==> config.mk <==
export PLATFORM = sky130hd
export DESIGN_NAME = ea_indirect_gen
export DESIGN_NICKNAME = d
export VERILOG_FILES = /design/src/rtl/eagen_pkg.sv /design/src/rtl/ea_base_calc.sv /design/src/rtl/ea_ptr_update.sv /design/src/rtl/ea_depth_limit.sv /design/src/rtl/ea_walk_fsm.sv /design/src/rtl/ea_indirect_gen.sv
export SDC_FILE = /design/constraint.sdc
export NUM_CORES = 1
export LEC_CHECK = 0
export BUFFER_PORTS_ARGS = -buffer_cell sky130_fd_sc_hd__buf_4
export CORE_ASPECT_RATIO = 0.8
export CORE_UTILIZATION = 60
export CTS_CLUSTER_SIZE = 30
export DETAILED_ROUTE_END_ITERATION = 16
export PLACE_DENSITY = 0.84
export SYNTH_ARGS = -nofsm -noshare
export SYNTH_HDL_FRONTEND = slang
export SYNTH_SLANG_ARGS = --single-unit
==> constraint.sdc <==
create_clock -name clk -period 3.88 [get_ports clk]
set_input_delay 1.164 -clock clk [delete_from_list [all_inputs] [get_ports clk]]
set_output_delay 1.164 -clock clk [all_outputs]
set_load 0.005 [all_outputs]
==> src/rtl/eagen_pkg.sv <==
package eagen_pkg;

  typedef enum logic [1:0] {
    WALK_IDLE  = 2'd0,
    WALK_READ  = 2'd1,
    WALK_WRITE = 2'd2
  } walk_state_e;

  typedef enum logic [1:0] {
    BASE_ZERO = 2'd0,
    BASE_PC   = 2'd1,
    BASE_R2   = 2'd2,
    BASE_R3   = 2'd3
  } base_sel_e;

endpackage

==> src/rtl/ea_base_calc.sv <==
module ea_base_calc
  import eagen_pkg::*;
#(
  parameter int AW     = 15,
  parameter int DW     = 16,
  parameter int DISP_W = 8
) (
  input  logic [DW-1:0] instr,
  input  logic [AW-1:0] pc_next,
  input  logic [DW-1:0] reg2,
  input  logic [DW-1:0] reg3,
  output logic [AW-1:0] addr,
  output logic          indirect
);

  localparam int SEL_LO  = DISP_W;
  localparam int IND_BIT = DISP_W + 2;
  localparam int EXT_W   = AW - DISP_W;

  logic [DISP_W-1:0] disp;
  logic [AW-1:0]     disp_zx;
  logic [AW-1:0]     disp_sx;
  logic [AW-1:0]     pc_self;
  base_sel_e         sel;

  logic unused_bits;
  assign unused_bits = ^{instr[DW-1:IND_BIT+1], reg2[DW-1:AW], reg3[DW-1:AW]};

  assign disp     = instr[DISP_W-1:0];
  assign sel      = base_sel_e'(instr[SEL_LO+1:SEL_LO]);
  assign indirect = instr[IND_BIT];
  assign disp_zx  = {{EXT_W{1'b0}}, disp};
  assign disp_sx  = {{EXT_W{disp[DISP_W-1]}}, disp};
  assign pc_self  = pc_next - {{(AW-1){1'b0}}, 1'b1};

  always_comb begin
    unique case (sel)
      BASE_ZERO: addr = disp_zx;
      BASE_PC:   addr = pc_self + disp_sx;
      BASE_R2:   addr = reg2[AW-1:0] + disp_sx;
      default:   addr = reg3[AW-1:0] + disp_sx;
    endcase
  end

endmodule

==> src/rtl/ea_ptr_update.sv <==
module ea_ptr_update #(
  parameter int AW     = 15,
  parameter int DW     = 16,
  parameter int INC_LO = 16,
  parameter int DEC_LO = 24,
  parameter int SPAN   = 8
) (
  input  logic [AW-1:0] loc,
  input  logic [DW-1:0] word,
  output logic [DW-1:0] upd_word,
  output logic          needs_wb
);

  localparam logic [AW-1:0] INC_FIRST = AW'(INC_LO);
  localparam logic [AW-1:0] INC_LAST  = AW'(INC_LO + SPAN - 1);
  localparam logic [AW-1:0] DEC_FIRST = AW'(DEC_LO);
  localparam logic [AW-1:0] DEC_LAST  = AW'(DEC_LO + SPAN - 1);
  localparam logic [DW-1:0] ONE       = {{(DW-1){1'b0}}, 1'b1};

  logic in_inc;
  logic in_dec;

  assign in_inc   = (loc >= INC_FIRST) && (loc <= INC_LAST);
  assign in_dec   = (loc >= DEC_FIRST) && (loc <= DEC_LAST);
  assign needs_wb = in_inc || in_dec;

  always_comb begin
    if (in_inc)      upd_word = word + ONE;
    else if (in_dec) upd_word = word - ONE;
    else             upd_word = word;
  end

endmodule

==> src/rtl/ea_depth_limit.sv <==
module ea_depth_limit #(
  parameter int LW        = 8,
  parameter int LIM_RESET = 16
) (
  input  logic          clk,
  input  logic          rst_n,
  input  logic          wr,
  input  logic [LW-1:0] val,
  output logic [LW-1:0] limit
);

  logic [LW-1:0] lim_q;

  always_ff @(posedge clk or negedge rst_n) begin
    if (!rst_n)  lim_q <= LW'(LIM_RESET);
    else if (wr) lim_q <= val;
  end

  assign limit = lim_q;

endmodule

==> src/rtl/ea_walk_fsm.sv <==
module ea_walk_fsm
  import eagen_pkg::*;
#(
  parameter int AW = 15,
  parameter int DW = 16,
  parameter int LW = 8
) (
  input  logic          clk,
  input  logic          rst_n,
  input  logic          start,
  input  logic [AW-1:0] start_addr,
  input  logic          start_ind,
  input  logic [LW-1:0] limit,
  input  logic          mem_ack,
  input  logic [DW-1:0] mem_rdata,
  input  logic [DW-1:0] upd_word,
  input  logic          needs_wb,
  output logic [AW-1:0] ptr,
  output logic [DW-1:0] wdata,
  output logic          req,
  output logic          we,
  output logic          done,
  output logic          err,
  output logic [AW-1:0] ea,
  output logic          busy
);

  localparam logic [LW-1:0] CNT_ONE = {{(LW-1){1'b0}}, 1'b1};

  walk_state_e   st_q, st_d;
  logic [AW-1:0] ptr_q, ptr_d;
  logic [DW-1:0] wdat_q, wdat_d;
  logic [LW-1:0] cnt_q, cnt_d;
  logic          cont_q, cont_d;
  logic [AW-1:0] ea_q, ea_d;
  logic          done_q, done_d;
  logic          err_q, err_d;

  logic          resolve;
  logic [AW-1:0] fin_addr;
  logic          fin_cont;
  logic [LW-1:0] fin_cnt;
  logic          walk_en;

  // next-state logic
  always_comb begin
    st_d     = st_q;
    ptr_d    = ptr_q;
    wdat_d   = wdat_q;
    cnt_d    = cnt_q;
    cont_d   = cont_q;
    ea_d     = ea_q;
    done_d   = 1'b0;
    err_d    = 1'b0;
    resolve  = 1'b0;
    fin_addr = '0;
    fin_cont = 1'b0;
    fin_cnt  = cnt_q;

    unique case (st_q)
      WALK_IDLE: begin
        if (start) begin
          cnt_d = '0;
          if (start_ind) begin
            st_d  = WALK_READ;
            ptr_d = start_addr;
          end else begin
            done_d = 1'b1;
            ea_d   = start_addr;
          end
        end
      end
      WALK_READ: begin
        if (mem_ack) begin
          cont_d = mem_rdata[DW-1];
          if (needs_wb) begin
            wdat_d = upd_word;
            cnt_d  = cnt_q + CNT_ONE;
            st_d   = WALK_WRITE;
          end else begin
            resolve  = 1'b1;
            fin_addr = mem_rdata[AW-1:0];
            fin_cont = mem_rdata[DW-1];
            fin_cnt  = cnt_q + CNT_ONE;
          end
        end
      end
      WALK_WRITE: begin
        if (mem_ack) begin
          resolve  = 1'b1;
          fin_addr = wdat_q[AW-1:0];
          fin_cont = cont_q;
          fin_cnt  = cnt_q;
        end
      end
      default: st_d = WALK_IDLE;
    endcase

    if (resolve) begin
      cnt_d = fin_cnt;
      if (fin_cnt >= limit) begin
        err_d = 1'b1;
        st_d  = WALK_IDLE;
      end else if (fin_cont) begin
        ptr_d = fin_addr;
        st_d  = WALK_READ;
      end else begin
        done_d = 1'b1;
        ea_d   = fin_addr;
        st_d   = WALK_IDLE;
      end
    end
  end

  assign walk_en = start || (st_q != WALK_IDLE);

  // registers
  always_ff @(posedge clk or negedge rst_n) begin
    if (!rst_n) begin
      st_q   <= WALK_IDLE;
      ptr_q  <= '0;
      wdat_q <= '0;
      cnt_q  <= '0;
      cont_q <= 1'b0;
    end else if (walk_en) begin
      st_q   <= st_d;
      ptr_q  <= ptr_d;
      wdat_q <= wdat_d;
      cnt_q  <= cnt_d;
      cont_q <= cont_d;
    end
  end

  always_ff @(posedge clk or negedge rst_n) begin
    if (!rst_n)      ea_q <= '0;
    else if (done_d) ea_q <= ea_d;
  end

  always_ff @(posedge clk or negedge rst_n) begin
    if (!rst_n) begin
      done_q <= 1'b0;
      err_q  <= 1'b0;
    end else begin
      done_q <= done_d;
      err_q  <= err_d;
    end
  end

  assign ptr   = ptr_q;
  assign wdata = wdat_q;
  assign req   = (st_q == WALK_READ) || (st_q == WALK_WRITE);
  assign we    = (st_q == WALK_WRITE);
  assign done  = done_q;
  assign err   = err_q;
  assign ea    = ea_q;
  assign busy  = (st_q != WALK_IDLE);

endmodule

==> src/rtl/ea_indirect_gen.sv <==
module ea_indirect_gen #(
  parameter int AW        = 15,
  parameter int DW        = 16,
  parameter int LW        = 8,
  parameter int LIM_RESET = 16
) (
  input  logic          clk,
  input  logic          rst_n,
  input  logic          start,
  input  logic [DW-1:0] instr,
  input  logic [AW-1:0] pc_next,
  input  logic [DW-1:0] acc2,
  input  logic [DW-1:0] acc3,
  input  logic          lim_wr,
  input  logic [LW-1:0] lim_val,
  output logic          mem_req,
  output logic          mem_we,
  output logic [AW-1:0] mem_addr,
  output logic [DW-1:0] mem_wdata,
  input  logic          mem_ack,
  input  logic [DW-1:0] mem_rdata,
  output logic          done,
  output logic          err,
  output logic [AW-1:0] ea
);

  logic          rst_meta_q;
  logic          rst_sync_n;
  logic [AW-1:0] start_addr;
  logic          start_ind;
  logic [LW-1:0] limit;
  logic [DW-1:0] upd_word;
  logic          needs_wb;
  logic          busy;

  // asynchronous assert, synchronous release
  always_ff @(posedge clk or negedge rst_n) begin
    if (!rst_n) begin
      rst_meta_q <= 1'b0;
      rst_sync_n <= 1'b0;
    end else begin
      rst_meta_q <= 1'b1;
      rst_sync_n <= rst_meta_q;
    end
  end

  ea_base_calc #(.AW(AW), .DW(DW), .DISP_W(8)) u_base (
    .instr    (instr),
    .pc_next  (pc_next),
    .reg2     (acc2),
    .reg3     (acc3),
    .addr     (start_addr),
    .indirect (start_ind)
  );

  ea_depth_limit #(.LW(LW), .LIM_RESET(LIM_RESET)) u_lim (
    .clk   (clk),
    .rst_n (rst_sync_n),
    .wr    (lim_wr),
    .val   (lim_val),
    .limit (limit)
  );

  ea_ptr_update #(.AW(AW), .DW(DW), .INC_LO(16), .DEC_LO(24), .SPAN(8)) u_upd (
    .loc      (mem_addr),
    .word     (mem_rdata),
    .upd_word (upd_word),
    .needs_wb (needs_wb)
  );

  ea_walk_fsm #(.AW(AW), .DW(DW), .LW(LW)) u_walk (
    .clk        (clk),
    .rst_n      (rst_sync_n),
    .start      (start),
    .start_addr (start_addr),
    .start_ind  (start_ind),
    .limit      (limit),
    .mem_ack    (mem_ack),
    .mem_rdata  (mem_rdata),
    .upd_word   (upd_word),
    .needs_wb   (needs_wb),
    .ptr        (mem_addr),
    .wdata      (mem_wdata),
    .req        (mem_req),
    .we         (mem_we),
    .done       (done),
    .err        (err),
    .ea         (ea),
    .busy       (busy)
  );

endmodule

==> results.sh <==
export IMPL_status="finished, violations left"
export IMPL_violations="negative setup slack"
export IMPL_skew_ns=0.00890
export IMPL_slew_headroom=0.316
export IMPL_layout_drive_gt1_share=0.262
export IMPL_antenna_found_initial=0
export IMPL_cts_tree="built"
export IMPL_hold_ws_ns=0.338
export IMPL_die_x_um=115
export IMPL_avgRoutedWirePerCell_um=17.3
export IMPL_hp_class="flip-flop to async pin"
export IMPL_initial_core_util=0.627
export IMPL_synth_fp_nets=887
export IMPL_worstSetupPathType="input port to flip-flop"
export IMPL_synth_main_ff_cell="dfrtp_1"
export IMPL_setup_ws_ns=-0.0142
export IMPL_grt_ovfl_total=0
export IMPL_arrival_ns=4.11
export IMPL_rrSetupSlack_ns=0.19
export IMPL_fin_nets=1047
export IMPL_fmax_ghz=0.257
export IMPL_crit_path_start_kind="input port"
export IMPL_syn2layout_area_growth_pct=29.0
export IMPL_htreeDepth=3
export IMPL_ys_ff_latch=69
export IMPL_setup_viol=1
export IMPL_ctsHoldBuffers=0
export IMPL_rows=32
export IMPL_fin_crit_ns=3.89
export IMPL_syn_area_per_cell_um2=8.35
export IMPL_synthCells=737
export IMPL_diodes=0
export IMPL_synth_warnings=0
export IMPL_cts_buffers=9
export IMPL_cp_slowest_cell="fa_2"
export IMPL_hold_viol_final=0
export IMPL_required_ns=4.09
export IMPL_dp_hpwl_um=13800
export IMPL_io_pins=142
export IMPL_clockRootBuffer="clkbuf_16"
export IMPL_endpoint_kind="flip-flop"
export IMPL_ctsLongestPathBuffers=2
export IMPL_rsz0062_at_grt="true"
export IMPL_path_cells="buf_6, nand2b_4, mux2_4, ha_4, fa_2, a211oi_4, o211ai_1, a311oi_2, o21ai_1, xor2_1, a22oi_2, a222oi_1"
export IMPL_synthArstFlopShare=1.00
export IMPL_drt_iter0_markers=451
export IMPL_finalMaxSlewViolations=0
export IMPL_gp_congestion=0.920
export IMPL_postLayoutCellArea_um2=7930
export IMPL_wl_um=17900
export IMPL_fin_tns_setup_ns=-0.0142
export IMPL_final_common_cell="buf_4"
export IMPL_synth_area_um2=6150
export IMPL_peakVddDrop_v=0.000510
export IMPL_cts_sinks=69
export IMPL_port_buffers=134
export IMPL_drc=0
export IMPL_crit_path_max_incr_delay_ns=0.41
export IMPL_p_leak_nw=3.81
export IMPL_path_clk_slew_ns=0.05
export IMPL_power_per_cell_area_nw_per_um2=487
export IMPL_ant_nets=0
export IMPL_core_area_um2=9810
export IMPL_mostFrequentLayoutCells="buf_4 (175), inv_1 (78), nand2_1 (74), dfrtp_1 (67), ha_1 (55)"
export IMPL_dieArea_um2=10700
export IMPL_first_pass_iters=5
export IMPL_grt_usage=0.347
export IMPL_routed_via_count=6212
export IMPL_synth_distinct_cells=73
export IMPL_grt_max_degree=36
export IMPL_die_h_um=92.6
export IMPL_worstPathMaxFanout=3
export IMPL_synth_edf_count=0
export IMPL_p_total_w=0.00386
export IMPL_dp_cells=1020
export IMPL_placed_area_um2=7580
export IMPL_grt_pass1_vias=5972
export IMPL_layout_cells_non_filler=1038
export IMPL_insertion_delay_ns=0.34
export IMPL_grt_pass1_wl_um=28800
export IMPL_yosysSeqAreaShare=0.281
export IMPL_drv_cap=0
export IMPL_tightestPinTransition_ns=1.02
export IMPL_viasPerCell=5.98
export IMPL_fin_crit_sh=1.00
routing by layer:
layer	wire, µm	global-route usage	vias to the layer above
met4	244	0.0833	0
li1	-	-	2992
met3	1330	0.0687	25
met2	8500	0.580	265
met5	0	0	-
met1	7840	0.459	2930
cell type report:
cell class	count	area, µm²
clock inverters	3	40.0
flip-flops and latches	69	1730
well taps	136	170
clock buffers	13	240
multi-input cells	559	4070
repair buffers	180	1400
inverters	78	293
fillers	680	1880
worst paths after layout:
| check | cells past startpoint | to | startpoint |
|---|---|---|---|
| max | 12 | u_walk.ptr[12]$_DFFE_PN0P_ | instr[8] |
| min | 0 | u_walk.wdata[8]$_DFFE_PN0P_ | rst_sync_n$_DFF_PN0_ |
| max reg2reg | 12 | u_walk.ptr[0]$_DFFE_PN0P_ | u_walk.ptr[9]$_DFFE_PN0P_ |
| min reg2reg | 0 | u_walk.wdata[8]$_DFFE_PN0P_ | rst_sync_n$_DFF_PN0_ |
| max in group asynchronous | 1 | u_lim.limit[4]$_DFFE_PN1P_ | rst_sync_n$_DFF_PN0_ |
| min in group clk | 0 | rst_sync_n$_DFF_PN0_ | rst_meta_q$_DFF_PN0_ |
what timing repair did:
action	in CTS	in global routing
hold endpoints to repair	0	0
resized for setup	1	12
pin swaps	0	9
endpoints found under the setup margin	1	7
buffers inserted	0	2
through the flow:
step / util / setup WS [ns]
final: 0.809 / -0.0142
after global routing: 0.809 / -0.144
after CTS: 0.802 / 0.0269
after detailed placement: 0.773 / -0.351
after global placement: 0.773 / -0.195
after floorplan: - / -0.0404
sequential cells by signal (all words and copies together), names as in the netlist, 2 cells and up:
register,cells
u_lim.limit,8
u_walk.wdata,16
u_walk.ea,15
u_walk.cnt_q,8
u_walk.ptr,15
u_walk.st_q,2
cells in the mapped netlist, types with 3 or more instances:
| cell type | count | area [µm²] |
|---|---|---|
| nand2b_1 | 7 | 43.8 |
| o21a_1 | 7 | 52.6 |
| and2_1 | 4 | 25.0 |
| and3_1 | 11 | 68.8 |
| a222oi_1 | 9 | 90.1 |
| o22ai_1 | 4 | 25.0 |
| ha_1 | 56 | 701 |
| mux2_2 | 17 | 191 |
| nand2_1 | 74 | 278 |
| o211ai_1 | 11 | 82.6 |
| a22o_1 | 17 | 149 |
| xor2_1 | 13 | 114 |
| nand3_1 | 24 | 120 |
| nor2_1 | 49 | 184 |
| nand4_1 | 8 | 50.1 |
| o21ai_1 | 3 | 15.0 |
| xnor2_1 | 32 | 280 |
| a21oi_1 | 35 | 175 |
| clkbuf_1 | 21 | 78.8 |
| a211o_1 | 3 | 26.3 |
| a211oi_1 | 14 | 105 |
| o21ai_0 | 55 | 275 |
| o32ai_1 | 3 | 26.3 |
| a21o_1 | 10 | 75.1 |
| a311oi_1 | 3 | 26.3 |
| a221oi_1 | 4 | 35.0 |
| a22oi_1 | 8 | 60.1 |
| or4_1 | 3 | 22.5 |
| nor3_1 | 10 | 50.1 |
| nor2b_1 | 6 | 37.5 |
| dfrtp_1 | 68 | 1700 |
| buf_2 | 6 | 30.0 |
| inv_1 | 78 | 293 |
| o22a_1 | 3 | 26.3 |
| a31oi_1 | 5 | 31.3 |
| mux2i_1 | 8 | 80.1 |
power by group:
| part | total, W | internal, W | switching, W |
|---|---|---|---|
| Sequential | 0.00113 | 0.000918 | 0.000208 |
| Combinational | 0.00194 | 0.000930 | 0.00101 |
| Clock | 0.000794 | 0.000496 | 0.000298 |
worst max-delay path: cells and delay by family:
family | cells | cell delay [ns]
simple gates | 1 | 0.16
mux | 1 | 0.32
fa+ha+maj | 2 | 0.58
buf+inv | 1 | 0.09
xor+xnor | 1 | 0.25
compound gates | 6 | 1.53
cell families after synthesis:
kind of cell,Yosys count,share of synthesized area
muxes,25,0.0441
xor gates and xnor gates,45,0.0641
adders and majority gates,58,0.120
and+or+nand+nor,215,0.176
buffers and inverters,109,0.0708
AOI/OAI and AO/OA,215,0.243
other,1,0.000610
DFF,69,0.281
Note: power is estimated with default switching activity, not from simulation.
